===== src/rtl/mbt_pkg.sv =====
package mbt_pkg;
  typedef enum logic [2:0] {
    ST_IDLE,
    ST_SKIP,
    ST_TURN,
    ST_RDATA,
    ST_WDATA
  } mbt_state_e;

  localparam logic [3:0] CMD_MEM_RD = 4'b0110;
  localparam logic [3:0] CMD_MEM_WR = 4'b0111;
endpackage


===== src/rtl/mbt_decode.sv =====
module mbt_decode #(
  parameter int          ADDR_W    = 32,
  parameter int          IDX_W     = 3,
  parameter logic [31:0] BASE_ADDR = 32'h4000_0000
) (
  input  logic [ADDR_W-1:0] addr,
  input  logic [3:0]        cmd,
  output logic              hit_rd,
  output logic              hit_wr
);
  localparam int LOW = IDX_W + 2;

  logic in_window;

  always_comb begin
    in_window = (addr[ADDR_W-1:LOW] == BASE_ADDR[ADDR_W-1:LOW]);
    hit_rd    = in_window && (cmd == mbt_pkg::CMD_MEM_RD);
    hit_wr    = in_window && (cmd == mbt_pkg::CMD_MEM_WR);
  end
endmodule


===== src/rtl/mbt_regfile.sv =====
module mbt_regfile #(
  parameter int DATA_W = 32,
  parameter int IDX_W  = 3
) (
  input  logic                clk,
  input  logic                rst_n,
  input  logic                wr_en,
  input  logic [IDX_W-1:0]    wr_idx,
  input  logic [DATA_W/8-1:0] wr_be,
  input  logic [DATA_W-1:0]   wr_data,
  input  logic [IDX_W-1:0]    rd_idx,
  output logic [DATA_W-1:0]   rd_data
);
  localparam int NREG  = 1 << IDX_W;
  localparam int LANES = DATA_W / 8;

  for (genvar b = 0; b < LANES; b++) begin : g_lane
    logic [7:0] lane_q [NREG];
    logic       lane_we;

    always_comb lane_we = wr_en && wr_be[b];

    always_ff @(posedge clk or negedge rst_n) begin
      if (!rst_n) begin
        for (int e = 0; e < NREG; e++) lane_q[e] <= '0;
      end else if (lane_we) begin
        lane_q[wr_idx] <= wr_data[b*8 +: 8];
      end
    end

    always_comb rd_data[b*8 +: 8] = lane_q[rd_idx];
  end
endmodule


===== src/rtl/mbt_target.sv =====
module mbt_target #(
  parameter int          IDX_W     = 3,
  parameter logic [31:0] BASE_ADDR = 32'h4000_0000
) (
  input  logic        clk,
  input  logic        rst_n,
  input  logic [31:0] ad_in,
  output logic [31:0] ad_out,
  output logic        ad_oe,
  input  logic [3:0]  cbe_n,
  input  logic        frame_n,
  input  logic        irdy_n,
  output logic        trdy_n
);
  import mbt_pkg::*;

  localparam int DATA_W = 32;

  mbt_state_e       state_q, state_d;
  logic [IDX_W-1:0] idx_q, idx_d;
  logic             trdy_n_q, trdy_n_d;
  logic             oe_q, oe_d;
  logic             hit_rd, hit_wr;
  logic             in_data, xfer, wr_en;
  logic [31:0]      rd_data;

  mbt_decode #(
    .ADDR_W   (DATA_W),
    .IDX_W    (IDX_W),
    .BASE_ADDR(BASE_ADDR)
  ) u_dec (
    .addr  (ad_in),
    .cmd   (cbe_n),
    .hit_rd(hit_rd),
    .hit_wr(hit_wr)
  );

  always_comb begin
    in_data = (state_q == ST_RDATA) || (state_q == ST_WDATA);
    xfer    = in_data && !irdy_n && !trdy_n_q;
    wr_en   = xfer && (state_q == ST_WDATA);
  end

  mbt_regfile #(
    .DATA_W(DATA_W),
    .IDX_W (IDX_W)
  ) u_rf (
    .clk    (clk),
    .rst_n  (rst_n),
    .wr_en  (wr_en),
    .wr_idx (idx_q),
    .wr_be  (~cbe_n),
    .wr_data(ad_in),
    .rd_idx (idx_q),
    .rd_data(rd_data)
  );

  // next-state process
  always_comb begin
    state_d  = state_q;
    idx_d    = idx_q;
    trdy_n_d = trdy_n_q;
    oe_d     = oe_q;
    unique case (state_q)
      ST_IDLE: begin
        if (!frame_n) begin
          idx_d = ad_in[IDX_W+1:2];
          if (hit_wr) begin
            state_d  = ST_WDATA;
            trdy_n_d = 1'b0;
          end else if (hit_rd) begin
            state_d = ST_TURN;
          end else begin
            state_d = ST_SKIP;
          end
        end
      end
      ST_SKIP: begin
        if (frame_n && irdy_n) state_d = ST_IDLE;
      end
      ST_TURN: begin
        state_d  = ST_RDATA;
        trdy_n_d = 1'b0;
        oe_d     = 1'b1;
      end
      ST_RDATA, ST_WDATA: begin
        if (xfer) begin
          if (frame_n) begin
            state_d  = ST_IDLE;
            trdy_n_d = 1'b1;
            oe_d     = 1'b0;
          end else begin
            idx_d = idx_q + 1'b1;
          end
        end
      end
      default: begin
        state_d  = ST_IDLE;
        trdy_n_d = 1'b1;
        oe_d     = 1'b0;
      end
    endcase
  end

  // register process
  always_ff @(posedge clk or negedge rst_n) begin
    if (!rst_n) begin
      state_q  <= ST_IDLE;
      idx_q    <= '0;
      trdy_n_q <= 1'b1;
      oe_q     <= 1'b0;
    end else begin
      state_q  <= state_d;
      idx_q    <= idx_d;
      trdy_n_q <= trdy_n_d;
      oe_q     <= oe_d;
    end
  end

  always_comb begin
    trdy_n = trdy_n_q;
    ad_oe  = oe_q;
    ad_out = oe_q ? rd_data : '0;
  end
endmodule


===== config.mk =====
export PLATFORM = sky130hd
export DESIGN_NAME = mbt_target
export DESIGN_NICKNAME = d
export VERILOG_FILES = /design/src/rtl/mbt_pkg.sv /design/src/rtl/mbt_decode.sv /design/src/rtl/mbt_regfile.sv /design/src/rtl/mbt_target.sv
export SDC_FILE = /design/constraint.sdc
export NUM_CORES = 1
export LEC_CHECK = 0
export BUFFER_PORTS_ARGS = -buffer_cell sky130_fd_sc_hd__buf_4
export CORE_MARGIN = 3
export CORE_UTILIZATION = 35
export CTS_CLUSTER_SIZE = 25
export DETAILED_ROUTE_END_ITERATION = 7
export MAX_ROUTING_LAYER = met4
export PLACE_DENSITY = 0.54
export SLEW_MARGIN = 15
export SYNTH_ARGS = -nofsm -noshare
export SYNTH_HDL_FRONTEND = slang
export SYNTH_SLANG_ARGS = --single-unit

===== constraint.sdc =====
create_clock -name clk -period 7.2 [get_ports clk]
set_input_delay 1.44 -clock clk [delete_from_list [all_inputs] [get_ports clk]]
set_output_delay 1.44 -clock clk [all_outputs]
set_load 0.02 [all_outputs]

==> results.sh <==
export IMPL_yosys_cell_count_top_type="sky130_fd_sc_hd__dfrtp_1"
export IMPL_n_antenna_cell=0
export IMPL_top_ff_cell_synth="sky130_fd_sc_hd__dfrtp_1"
export IMPL_critical_path_endpoint="ad_out[15]"
export IMPL_grt_pass1_wl_um=48970
export IMPL_initial_antenna_violation_count=0
export IMPL_cap_viol_max_count=0
export IMPL_clock_root_buffer="sky130_fd_sc_hd__clkbuf_16"
export IMPL_irDropWorstVdd_uv=201.4
export IMPL_post_synth_main_area_contributors="sky130_fd_sc_hd__dfrtp_1, sky130_fd_sc_hd__mux2_2, sky130_fd_sc_hd__a22oi_1"
export IMPL_worstSkewPairLatency_ps=550
export IMPL_die_area_um2=35490
export IMPL_core_area_um2=32700
export IMPL_crit_chain="nor3b_4 -> buf_4 -> a22o_1 -> a221oi_1 -> a31oi_1 -> buf_4"
export IMPL_hold_class="register to register"
export IMPL_setup_violations=0
export IMPL_syn_mean_instance_area_um2=13.98
export IMPL_synthesis_nets=874
export IMPL_design_final_nets=945
export IMPL_timing_critical_path_slowest_cell_delay_ps=880
export IMPL_grt_ovfl_total=0
export IMPL_post_place_cells=1314
export IMPL_vias_in_the_first_global_route=7754
export IMPL_post_synth_instance_area_um2=11640
export IMPL_globalplace_congestion=0.7676
export IMPL_timing_worst_setup_path_type="register to output port"
export IMPL_clock_skew_final_ps=18.10
export IMPL_cp_startpoint="idx_q[1]"
export IMPL_ys_warnings_count=0
export IMPL_layout_setup_ws_ps=2362
export IMPL_layout_drive_gt1_share_pct=44.71
export IMPL_max_clock_path_buffers=3
export IMPL_rows=66
export IMPL_clock_transition_at_path_regs_ps=60
export IMPL_finalNonFillerCells=1368
export IMPL_synthDominantAreaCellType="sky130_fd_sc_hd__dfrtp_1"
export IMPL_die_width_um=188.4
export IMPL_number_of_synthesized_flops_with_an_enable_pin=0
export IMPL_cp_common_cell="sky130_fd_sc_hd__buf_4"
export IMPL_dr_first_iter_drc_count=611
export IMPL_synth_ff_latch_count=264
export IMPL_cts_resized_gates=0
export IMPL_tritoncts_clock_tree="yes"
export IMPL_worst_setup_path_end_kind="output port"
export IMPL_crit_slowest_cell="sky130_fd_sc_hd__nor3b_4"
export IMPL_power_per_cell_area_nw_per_um2=252.6
export IMPL_netlist_top_cells_count="sky130_fd_sc_hd__dfrtp_1, sky130_fd_sc_hd__mux2_2, sky130_fd_sc_hd__a22oi_1"
export IMPL_hpwlAfterDp_um=18690
export IMPL_tightestPinTransition_ps=1119
export IMPL_clock_sinks=264
export IMPL_outcome="completed"
export IMPL_power_leakage_nw=6.644
export IMPL_fill_cells=3107
export IMPL_seq_area_frac_synth_pct=56.75
export IMPL_route_detailed_wl_per_inst_um=22.98
export IMPL_max_clock_freq_mhz=206.7
export IMPL_time_the_final_worst_path_needs_with_i_o_delays_and_setup_ps=4838
export IMPL_arrival_ps=3400
export IMPL_initial_utilization_pct=35.60
export IMPL_final_setup_tns_ps=0
export IMPL_pin_count_of_the_biggest_net_entering_global_routing=162
export IMPL_cp_max_fo=20
export IMPL_drt_antenna_violating_nets=0
export IMPL_finalHoldViolCount=0
export IMPL_cts_max_level=1
export IMPL_post_cts_setup_buffer_count=0
export IMPL_synth_lib_cells_used_distinct=42
export IMPL_critical_path_required_ps=5760
export IMPL_rsz0062_at_grt="no"
export IMPL_final_period_utilization_pct=67.20
export IMPL_drc=0
export IMPL_detailroute_via_count=7552
export IMPL_worstSetupStartpointType="register"
export IMPL_fin_util_pct=42.06
export IMPL_max_slew_margin_rel_pct=25.43
export IMPL_pin_count=74
export IMPL_worst_r2r_endpoint="u_rf.g_lane[1].lane_q[47]"
export IMPL_reg2reg_slack_ps=4390
export IMPL_numPortBuffers=73
export IMPL_total_cts_buffers=30
export IMPL_reg2reg_from="idx_q[1]"
export IMPL_finalMaxSlewViolations=0
export IMPL_postRouteWirelength_um=31440
export IMPL_dieHeight_um=188.4
export IMPL_via_per_inst=5.520
export IMPL_drtPass1Iterations=4
export IMPL_async_flop_share_pct=100.0
export IMPL_grt_usage_pct=18.12
export IMPL_post_place_ws_ps=3000
export IMPL_ctsHoldBuffers=0
export IMPL_number_of_cell_instances_on_the_worst_register_to_register_path=4
export IMPL_syn_instance_count=833
export IMPL_synth_top_cell_area_share_pct=56.53
export IMPL_syn_to_final_growth_pct=18.13
==> worst min-delay path by stage <==
stage                     slack [ps]  cells past startpoint                 startpoint                        end
after floorplan                  460                      1  u_rf.g_lane[2].lane_q[52]  u_rf.g_lane[2].lane_q[52]
after global placement           480                      1  u_rf.g_lane[2].lane_q[44]  u_rf.g_lane[2].lane_q[44]
after detailed placement         480                      1  u_rf.g_lane[1].lane_q[31]  u_rf.g_lane[1].lane_q[31]
after CTS                        500                      1  u_rf.g_lane[1].lane_q[31]  u_rf.g_lane[1].lane_q[31]
after global routing             510                      1  u_rf.g_lane[2].lane_q[40]  u_rf.g_lane[2].lane_q[40]
final                            490                      1  u_rf.g_lane[2].lane_q[36]  u_rf.g_lane[2].lane_q[36]
==> layer usage <==
metal / global-route usage, % / up-vias / share of wire [%]
met5: - / - / 0
met4: 3.151 / 0 / 1.2
met3: 2.753 / 36 / 4.1
met2: 27.44 / 141 / 46
met1: 26.32 / 4028 / 49
li1: - / 3347 / -
==> layout make-up <==
class / instances / area, µm² / share of cell area [%]
clock buffers: 51 / 980.9 / 7.132
clock inverters: 3 / 68.82 / 0.5004
inverters: 5 / 18.77 / 0.1365
multi-input cells: 519 / 4873 / 35.43
flip-flops and latches: 264 / 6608 / 48.04
well taps: 442 / 553.0 / 4.021
repair buffers: 84 / 650.6 / 4.731
==> worst max-delay path, delay by kind of cell (launching register included) <==
family / cells / cell delay [ps]
compound gates: 3 / 600
buf+inv: 2 / 690
flops: 1 / 630
simple gates: 1 / 880
==> flip-flops by register name, summed over array words and instances, names as in the netlist <==
signal / cells
trdy_n: 1
state_q: 3
idx_q: 3
u_rf.g_lane.lane_q: 256
ad_oe: 1
==> cell families (layout without fill, tap and decap cells) <==
family / count (synthesis) / count (layout) / share of synthesized area, %
flops: 264 / 264 / 56.75
mux: 259 / 259 / 25.04
compound gates: 179 / 179 / 11.77
simple gates: 80 / 80 / 4.632
buf+inv: 50 / 143 / 1.698
fa+ha+maj: 1 / 1 / 0.1075
==> where the power goes <==
group / switching [mW] / internal [mW]
clock: 0.606 / 0.987
sequential: 0.0284 / 1.49
combinational: 0.291 / 0.0701
==> per-stage QoR <==
| stage | hold slack, ps | power, mW | cell area [µm²] |
|---|---|---|---|
| 2_1_floorplan | 464.2 | 1.699 | 11640 |
| 3_3_place_gp | 476.2 | 1.912 | 12700 |
| 3_5_place_dp | 482.7 | 1.910 | 12700 |
| 4_1_cts | 495.9 | 3.510 | 13750 |
| 5_1_grt | 507.8 | 3.598 | 13750 |
| 6_report | 492.0 | 3.474 | 13750 |
==> cells in the final DEF (no fill, tap or decap), drive strengths merged <==
cell	n
dfrtp	263
mux2	258
buf	84
a22oi	65
clkbuf	51
nand2	39
a31oi	33
a22o	32
a221oi	32
nor2	10
nor4	7
nor3	7
o21ai	5
inv	4
nor3b	4
a211oi	3
nand4	2
nand3	2
a21oi	2
o32ai	2
o21bai	2
or4b	2
bufinv	2
clkinv	2
or4	1
nor4b	1
or3b	1
o21a	1
and4bb	1
o41ai	1
nand2b	1
mux2i	1
a2bb2oi	1
and3	1
and3b	1
ha	1
dfstp	1
Power figures use the tool's default switching activity.
